--- src/rtl/eint_pkg.sv ---
package eint_pkg;

  typedef enum logic {
    TRIG_LEVEL = 1'b0,
    TRIG_FALL  = 1'b1
  } trig_e;

  // Detection condition from the previous and current synchronised samples
  function automatic logic trig_hit(trig_e mode, logic prev_s, logic cur_s);
    if (mode == TRIG_FALL) return prev_s & ~cur_s;
    return ~cur_s;
  endfunction

endpackage

--- src/rtl/eint_sync.sv ---
module eint_sync #(
  parameter int STAGES  = 2,
  parameter bit IDLE_LV = 1'b1
) (
  input  logic clk,
  input  logic rst,
  input  logic d,
  output logic q
);
  logic [STAGES-1:0] chain_q;

  always_ff @(posedge clk) begin
    if (rst) chain_q <= {STAGES{IDLE_LV}};
    else     chain_q <= {chain_q[STAGES-2:0], d};
  end

  assign q = chain_q[STAGES-1];

  initial begin
    if (STAGES < 2) $error("eint_sync needs at least two stages");
  end
endmodule

--- src/rtl/eint_detect.sv ---
module eint_detect
  import eint_pkg::*;
(
  input  logic clk,
  input  logic rst,
  input  logic pin_s,
  input  logic trig_fall,
  input  logic ack,
  input  logic sw_wr,
  input  logic sw_data,
  output logic pend
);
  trig_e mode;
  logic  prev_q;
  logic  hit;
  logic  pend_q;
  logic  pend_d;

  assign mode = trig_e'(trig_fall);
  assign hit  = trig_hit(mode, prev_q, pin_s);

  always_comb begin
    pend_d = pend_q;
    if (sw_wr)    pend_d = sw_data;
    else if (ack) pend_d = 1'b0;
    if (hit)      pend_d = 1'b1;
  end

  always_ff @(posedge clk) begin
    if (rst) begin
      prev_q <= 1'b1;
      pend_q <= 1'b0;
    end else begin
      prev_q <= pin_s;
      pend_q <= pend_d;
    end
  end

  assign pend = pend_q;

  // falling edge in edge mode sets the flag
  p_edge_sets_r2: assert property (@(posedge clk) disable iff (rst)
    (trig_fall && prev_q && !pin_s) |=> pend);

  // low sample in level mode sets the flag
  p_level_sets_r3: assert property (@(posedge clk) disable iff (rst)
    (!trig_fall && !pin_s) |=> pend);

  // acknowledge without detection clears
  p_ack_clears_r4: assert property (@(posedge clk) disable iff (rst)
    (ack && !sw_wr && pin_s) |=> !pend);

  // software write loads the value when no detection can occur
  p_sw_loads_r5: assert property (@(posedge clk) disable iff (rst)
    (sw_wr && pin_s) |=> (pend == $past(sw_data)));

  // with pin high and no writes, a clear flag stays clear
  p_no_spurious_r7: assert property (@(posedge clk) disable iff (rst)
    (!pend && pin_s && !sw_wr) |=> !pend);

  // a set flag stays set unless a clear request occurs
  p_sticky_r6: assert property (@(posedge clk) disable iff (rst)
    (pend && !ack && !sw_wr) |=> pend);
endmodule

--- src/rtl/eint_lines.sv ---
module eint_lines #(
  parameter int N_LINES     = 2,
  parameter int SYNC_STAGES = 2
) (
  input  logic               clk,
  input  logic               rst,
  input  logic [N_LINES-1:0] irq_n,
  input  logic [N_LINES-1:0] trig_fall,
  input  logic [N_LINES-1:0] ack,
  input  logic [N_LINES-1:0] sw_wr,
  input  logic [N_LINES-1:0] sw_data,
  output logic [N_LINES-1:0] pend
);
  logic [N_LINES-1:0] pin_s;

  for (genvar i = 0; i < N_LINES; i++) begin : g_line
    eint_sync #(
      .STAGES (SYNC_STAGES),
      .IDLE_LV(1'b1)
    ) u_sync (
      .clk(clk),
      .rst(rst),
      .d  (irq_n[i]),
      .q  (pin_s[i])
    );

    eint_detect u_det (
      .clk      (clk),
      .rst      (rst),
      .pin_s    (pin_s[i]),
      .trig_fall(trig_fall[i]),
      .ack      (ack[i]),
      .sw_wr    (sw_wr[i]),
      .sw_data  (sw_data[i]),
      .pend     (pend[i])
    );
  end

  // flags are clear on the first cycle after reset
  p_reset_clear_r1: assert property (@(posedge clk)
    $fell(rst) |-> (pend == '0));

  // a line whose pin stays high and gets no write cannot rise
  p_line_quiet_r9: assert property (@(posedge clk) disable iff (rst)
    (pin_s[0] && !sw_wr[0] && !pend[0]) |=> !pend[0]);
endmodule

--- config.mk ---
export PLATFORM = sky130hd
export DESIGN_NAME = eint_lines
export DESIGN_NICKNAME = d
export VERILOG_FILES = /design/src/rtl/eint_pkg.sv /design/src/rtl/eint_sync.sv /design/src/rtl/eint_detect.sv /design/src/rtl/eint_lines.sv
export SDC_FILE = /design/constraint.sdc
export NUM_CORES = 1
export LEC_CHECK = 0
export ABC_AREA = 1
export BUFFER_PORTS_ARGS = -buffer_cell sky130_fd_sc_hd__buf_4
export CORE_AREA = 2 2 39 41
export DETAILED_ROUTE_END_ITERATION = 8
export DIE_AREA = 0 0 41 43
export HOLD_SLACK_MARGIN = 0.15
export MAX_ROUTING_LAYER = met4
export PLACE_DENSITY = 0.53
export SLEW_MARGIN = 25
export SYNTH_ARGS = -nofsm -noshare
export SYNTH_HDL_FRONTEND = slang
export SYNTH_SLANG_ARGS = --single-unit
--- constraint.sdc ---
create_clock -name clk -period 0.8 [get_ports clk]
set_input_delay 0.08 -clock clk [delete_from_list [all_inputs] [get_ports clk]]
set_output_delay 0.08 -clock clk [all_outputs]
set_load 0.02 [all_outputs]
==> results of run 1 <==
==> metal layers <==
layer  vias to the layer above  part of all wire (%)  GRT usage (%)
li1                        143                     -              -
met1                       100                    38           5.52
met2                        15                    41           9.06
met3                         2                    17           5.24
met4                         0                   3.1           8.00
met5                         -                     0              -
==> final cells by class <==
class	count	area, µm²	share of cell area, %
Sequential cell	8	163	33.6
Timing Repair Buffer	16	135	27.9
Multi-Input combinational cell	18	103	21.2
Inverter	11	41.3	8.53
Clock buffer	3	22.5	4.65
Tap cell	16	20.0	4.13
==> worst register-to-register path: stages, from the launching register on <==
cell	delay [ns]
dfxtp_1	0.29
inv_1	0.04
nand2_1	0.04
nand2_1	0.06
nand3_2	0.05
nand2_1	0.05
inv_1	0.03
==> repair_timing <==
| item | in CTS | in global routing |
|---|---|---|
| resized for setup | 4 | 0 |
| hold endpoints to repair | 8 | 6 |
| endpoints found under the setup margin | 2 | 2 |
==> state kept, by name, summed over array words and instances (netlist names) <==
name and count:
g_line.u_det.pend 2, g_line.u_sync.chain_q 4, g_line.u_det.prev_q 2
==> metrics by stage <==
stage,worst slack (ns),cell area [µm²],instances,hold WS [ns]
3_5_place_dp,0.133,422,66,0.263
6_report,0.00346,484,72,0.0526
4_1_cts,0.00468,484,72,0.0408
3_3_place_gp,0.143,422,66,0.258
2_1_floorplan,0.164,319,39,0.173
5_1_grt,-0.0143,484,72,0.0555
==> kinds of logic (layout without fill, tap and decap cells) <==
family                 after synthesis  after routing  synth area share [%]
flip-flops                           8              8                  50.2
AND/OR/NAND/NOR                     18             18                  32.2
buffers and inverters               13             30                  17.6
==> power groups by stage <==
stage | registers, mW | logic (mW) | clock network (mW)
2_1_floorplan | 0.431 | 0.0538 | 0
4_1_cts | 0.427 | 0.117 | 0.322
3_3_place_gp | 0.432 | 0.101 | 0
6_report | 0.427 | 0.115 | 0.299
5_1_grt | 0.427 | 0.127 | 0.354
3_5_place_dp | 0.433 | 0.101 | 0
==> cells in the final DEF (no fill, tap or decap) <==
master         netlist  routed
nand3_2              4       4
buf_6                0       2
buf_4                2      11
inv_2                1       1
dlygate4sd3_1        0       3
dfxtp_2              0       2
clkbuf_4             0       3
dfxtp_1              8       6
or2_1                4       4
inv_1               10      10
nand2_1             10      10
==> how the worst max path moves through the flow <==
stage	slack, ns	startpoint	endpoint
6_report	0.003	irq_n[0]	g_line[0].u_sync.chain_q[0]$_SDFF_PP1_
4_1_cts	0.005	g_line[1].u_det.pend$_SDFFE_PP0P_	pend[1]
3_3_place_gp	0.14	g_line[0].u_det.prev_q$_SDFF_PP1_	g_line[0].u_det.pend$_SDFFE_PP0P_
3_5_place_dp	0.13	g_line[0].u_det.prev_q$_SDFF_PP1_	g_line[0].u_det.pend$_SDFFE_PP0P_
2_1_floorplan	0.16	g_line[0].u_det.prev_q$_SDFF_PP1_	g_line[0].u_det.pend$_SDFFE_PP0P_
5_1_grt	-0.01	g_line[1].u_det.pend$_SDFFE_PP0P_	pend[1]
==> results.json, run 1 <==
{
  "maxCapViolCount": 0,
  "drtIter0Drc": 3,
  "grt_usage_pct": 7.02,
  "power_switching_mw": 0.178,
  "drcViolationCount": 0,
  "cp-start-kind": "input port",
  "wl_per_cell_um": 6.18,
  "clock_skew_ns": 0.000300,
  "finalSetupViolations": 0,
  "area_growth_pct": 51.8,
  "ctsHoldBuffers": 3,
  "hold_depth": 2,
  "grt_antenna_before_repair": 0,
  "slowest_delay_ns": 0.54,
  "synthTopCellsByCount": "10 x inv_1, 10 x nand2_1, 8 x dfxtp_1",
  "min_path_type": "in2reg",
  "slew_viol_final": 0,
  "ff2ff_path_depth": 6,
  "ir_worst_vdd_uv": 591,
  "outcome": "completed",
  "synth_cells": 39,
  "synth_edf_count": 0,
  "core-area_mm2": 0.00138,
  "holdPathEnd": "g_line[0].u_sync.chain_q[0]$_SDFF_PP1_",
  "worstSkewPairLatency_ns": 0.25,
  "synth.avg_cell_area_um2": 8.18,
  "grt_pass1_vias": 213,
  "pwr_density_cell_mw_per_mm2": 1740,
  "root_buffer": "clkbuf_4",
  "worst_ep_arrival_time_ns": 0.93,
  "worstPathRequired_ns": 0.94,
  "cts_tree": "done",
  "fin_nets": 70,
  "clockBufferDepth": 2,
  "start_util_pct": 23.1,
  "cts_max_level": 1,
  "ys_ff_latch": 8,
  "worstPathCellList": "dlygate4sd3_1 -> buf_4 -> or2_1",
  "finalCritPeriodShare_pct": 99.6,
  "grt_first_pass_wirelength_um": 724,
  "post-route-util_pct": 35.0,
  "cts_setup_buffers": 0,
  "synth_top_cell_area_share_pct": 50.2,
  "nFillCells": 149,
  "synth_cell_types": 7,
  "drive_gt1_share_pct": 41.1,
  "syn_area_um2": 319,
  "path_clk_slew_ns": 0.05,
  "swShare_pct": 21.1,
  "power.leakage_nw": 0.277,
  "avgViaCountPerCell": 3.61,
  "grt_start_max_net_pins": 6,
  "ys.warnings.count": 0,
  "path_depth": 3,
  "chipHeight_um": 43,
  "place_hpwl_um": 356,
  "wl_um": 445,
  "port-buffer-count": 13,
  "rsz0062_at_grt": "true",
  "combinationalPowerShare_pct": 13.7,
  "hold_viol_final": 0,
  "cts_made_buffers": 3,
  "cpMaxStageDelayCell": "dlygate4sd3_1",
  "synth_largest_area_cell": "dfxtp_1",
  "synth_flop_cell": "dfxtp_1",
  "worst_pin_slew_ns": 0.135,
  "power.total_mw": 0.841,
  "pwr-share-seq_pct": 50.7,
  "clock-sinks": 8,
  "ys_seq_area_share_pct": 50.2,
  "hold_start": "rst",
  "fin_setup_tns_ns": 0,
  "cp_max_fo": 1,
  "r2r_end": "g_line[0].u_det.pend$_SDFFE_PP0P_",
  "r2r_setup_slack_ns": 0.13,
  "synthesis.nets": 51,
  "min_period_ns": 0.797,
  "synth_area_leaders": "dfxtp_1 50%, nand3_2 13%, inv_1 12%",
  "fp-row-count": 14,
  "worstSetupPathType": "in2reg",
  "place.gp.congestion": 0.578,
  "cp.buffers_inverters": 2,
  "max_clock_freq_ghz": 1.26,
  "io_pins": 14,
  "dieArea_mm2": 0.00176,
  "ant_nets": 0,
  "dieWidth_um": 41,
  "path_delay_family": "buffers and inverters",
  "timing.slew.headroom_pct": 91.0,
  "num_antenna_cells": 0,
  "synth_async_sr_flop_share_pct": 0,
  "endpoint_kind": "flop",
  "firstDrtPassIters": 2,
  "clkPwrFrac_pct": 35.6,
  "vias": 260,
  "p_int_mw": 0.663,
  "r2r_start": "g_line[0].u_det.prev_q$_SDFF_PP1_",
  "grt-ovfl-total": 0
}
Note: power is estimated with default switching activity, not from simulation.
==> inputs of run 2 (changes only) <==
--- a/config.mk
+++ b/config.mk
@@ -13,6 +13,7 @@
 export HOLD_SLACK_MARGIN = 0.15
 export MAX_ROUTING_LAYER = met4
 export PLACE_DENSITY = 0.53
+export SETUP_SLACK_MARGIN = 0.02
 export SLEW_MARGIN = 25
 export SYNTH_ARGS = -nofsm -noshare
 export SYNTH_HDL_FRONTEND = slang
==> run 2 against run 1 <==
Compared with the run above: sequential share of layout area increased by 0.89 points; global-route usage increased by 0.10 points; critical endpoint unchanged; critical path depth did not move; sequential power about the same; clock power about the same; die area unchanged.
==> results.json, run 2 (synthesis gave the netlist of run 1 again) <==
{
  "final.setup.worst_slack_ns": 0.0159,
  "grt_first_pass_wirelength_um": 738,
  "port-buffer-count": 13,
  "cp-start-kind": "input port",
  "clkPwrFrac_pct": 35.7,
  "min_period_ns": 0.784,
  "regArea_um2": 163,
  "power.total_mw": 0.839,
  "firstDrtPassIters": 2,
  "clockBufferDepth": 2,
  "cp_max_fo": 1,
  "num_antenna_cells": 0,
  "grt_start_max_net_pins": 6,
  "clock-sinks": 8,
  "start_util_pct": 23.1,
  "nFillCells": 157,
  "swShare_pct": 21.2,
  "slew_viol_final": 0,
  "dp_slack_ns": 0.133,
  "dieArea_mm2": 0.00176,
  "endpoint_kind": "flop",
  "timing.slew.headroom_pct": 95.7,
  "power.leakage_nw": 0.274,
  "worst_ep_arrival_time_ns": 0.92,
  "hold_viol_final": 0,
  "area_growth_pct": 47.8,
  "drcViolationCount": 0,
  "cts_tree": "done",
  "mostFrequentLayoutCells": "12 x buf_4, 10 x inv_1, 10 x nand2_1, 6 x dfxtp_1",
  "p_int_mw": 0.661,
  "wl_um": 455,
  "final_common_cell": "buf_4",
  "worst_pin_slew_ns": 0.0639,
  "fin_nets": 69,
  "wl_per_cell_um": 6.41,
  "post-route-util_pct": 34.1,
  "largest_register_ffs": 4,
  "outcome": "completed",
  "drive_gt1_share_pct": 43.6,
  "chipHeight_um": 43,
  "place_hpwl_um": 356,
  "grt_usage_pct": 7.12,
  "ir_worst_vdd_uv": 600,
  "multi_input_area_um2": 103,
  "grt_antenna_before_repair": 0,
  "place.gp.congestion": 0.578,
  "cts_made_buffers": 3,
  "combinationalPowerShare_pct": 13.5,
  "ant_nets": 0,
  "max_clock_freq_ghz": 1.28,
  "drtIter0Drc": 3,
  "maxCapViolCount": 0,
  "finalSetupViolations": 0,
  "pwr_density_cell_mw_per_mm2": 1780,
  "avgViaCountPerCell": 3.65,
  "worstSetupPathType": "in2reg",
  "root_buffer": "clkbuf_4",
  "grt_pass1_vias": 213,
  "vias": 259,
  "power_switching_mw": 0.178,
  "rsz0062_at_grt": "true",
  "regMostFlops": "g_line.u_sync.chain_q",
  "cts_max_level": 1,
  "io_pins": 14,
  "min_path_type": "in2reg",
  "finalCritPeriodShare_pct": 98.0,
  "worstPathRequired_ns": 0.94,
  "worstSkewPairLatency_ns": 0.25,
  "fp-row-count": 14,
  "grt-ovfl-total": 0,
  "path_clk_slew_ns": 0.05,
  "core-area_mm2": 0.00138,
  "pwr-share-seq_pct": 50.8,
  "clock_skew_ns": 0.000298,
  "dieWidth_um": 41
}
[run 2: cell types whose count changed in the layout (fill, tap and decap cells not counted)]
cell / previous run / this run
dlygate4sd3_1: 3 / 1
buf_4: 11 / 12
[run 2: final timing paths]
check	cells past startpoint	to	startpoint	slack, ns
setup / recovery	3	g_line[0].u_sync.chain_q[0]$_SDFF_PP1_	irq_n[0]	0.02
hold / removal	2	g_line[1].u_sync.chain_q[0]$_SDFF_PP1_	irq_n[1]	0.01
setup reg to reg	5	g_line[1].u_det.pend$_SDFFE_PP0P_	g_line[1].u_det.pend$_SDFFE_PP0P_	0.05
hold reg to reg	1	g_line[1].u_sync.chain_q[1]$_SDFF_PP1_	g_line[1].u_sync.chain_q[0]$_SDFF_PP1_	0.40
[run 2: power groups by stage]
stage / Combinational (mW) / Sequential (mW) / Clock (mW)
after floorplan: 0.0538 / 0.431 / 0
after global placement: 0.101 / 0.432 / 0
after detailed placement: 0.101 / 0.433 / 0
after CTS: 0.118 / 0.426 / 0.322
after global routing: 0.126 / 0.427 / 0.354
final: 0.113 / 0.426 / 0.299
[run 2: routing by layer]
layer / share of wire, % / vias up / global-route usage [%]
li1: - / 141 / -
met3: 18 / 2 / 5.24
met4: 3.1 / 0 / 8.00
met2: 41 / 15 / 9.06
met5: 0 / - / -
met1: 38 / 101 / 5.84
[run 2: stage by stage]
step / TNS [ns] / cell area, µm² / instances / hold slack (ns)
after CTS: 0 / 482 / 72 / 0.000769
after global placement: 0 / 422 / 66 / 0.258
after detailed placement: 0 / 422 / 66 / 0.263
after global routing: -0.0171 / 472 / 71 / 0.0137
after floorplan: 0 / 319 / 39 / 0.173
final: 0 / 472 / 71 / 0.0135
[run 2: final cells by class]
cell class	instances	share of cell area [%]
Multi-Input combinational cell	18	21.8
Sequential cell	8	34.5
Clock buffer	3	4.77
Tap cell	16	4.24
Inverter	11	8.75
Timing Repair Buffer	15	26.0
[run 2: repair_timing]
action	CTS	global route
gates cloned	0	0
hold endpoints to repair	8	8
gates resized for setup	4	0
buffers inserted	1	0
hold buffers	2	1
pin swaps	0	1
endpoints found under the setup margin	2	6
[run 2: critical path, cell delays in order]
cell	delay, ns
buf_4	0.10
dlygate4sd3_1	0.54
or2_1	0.20
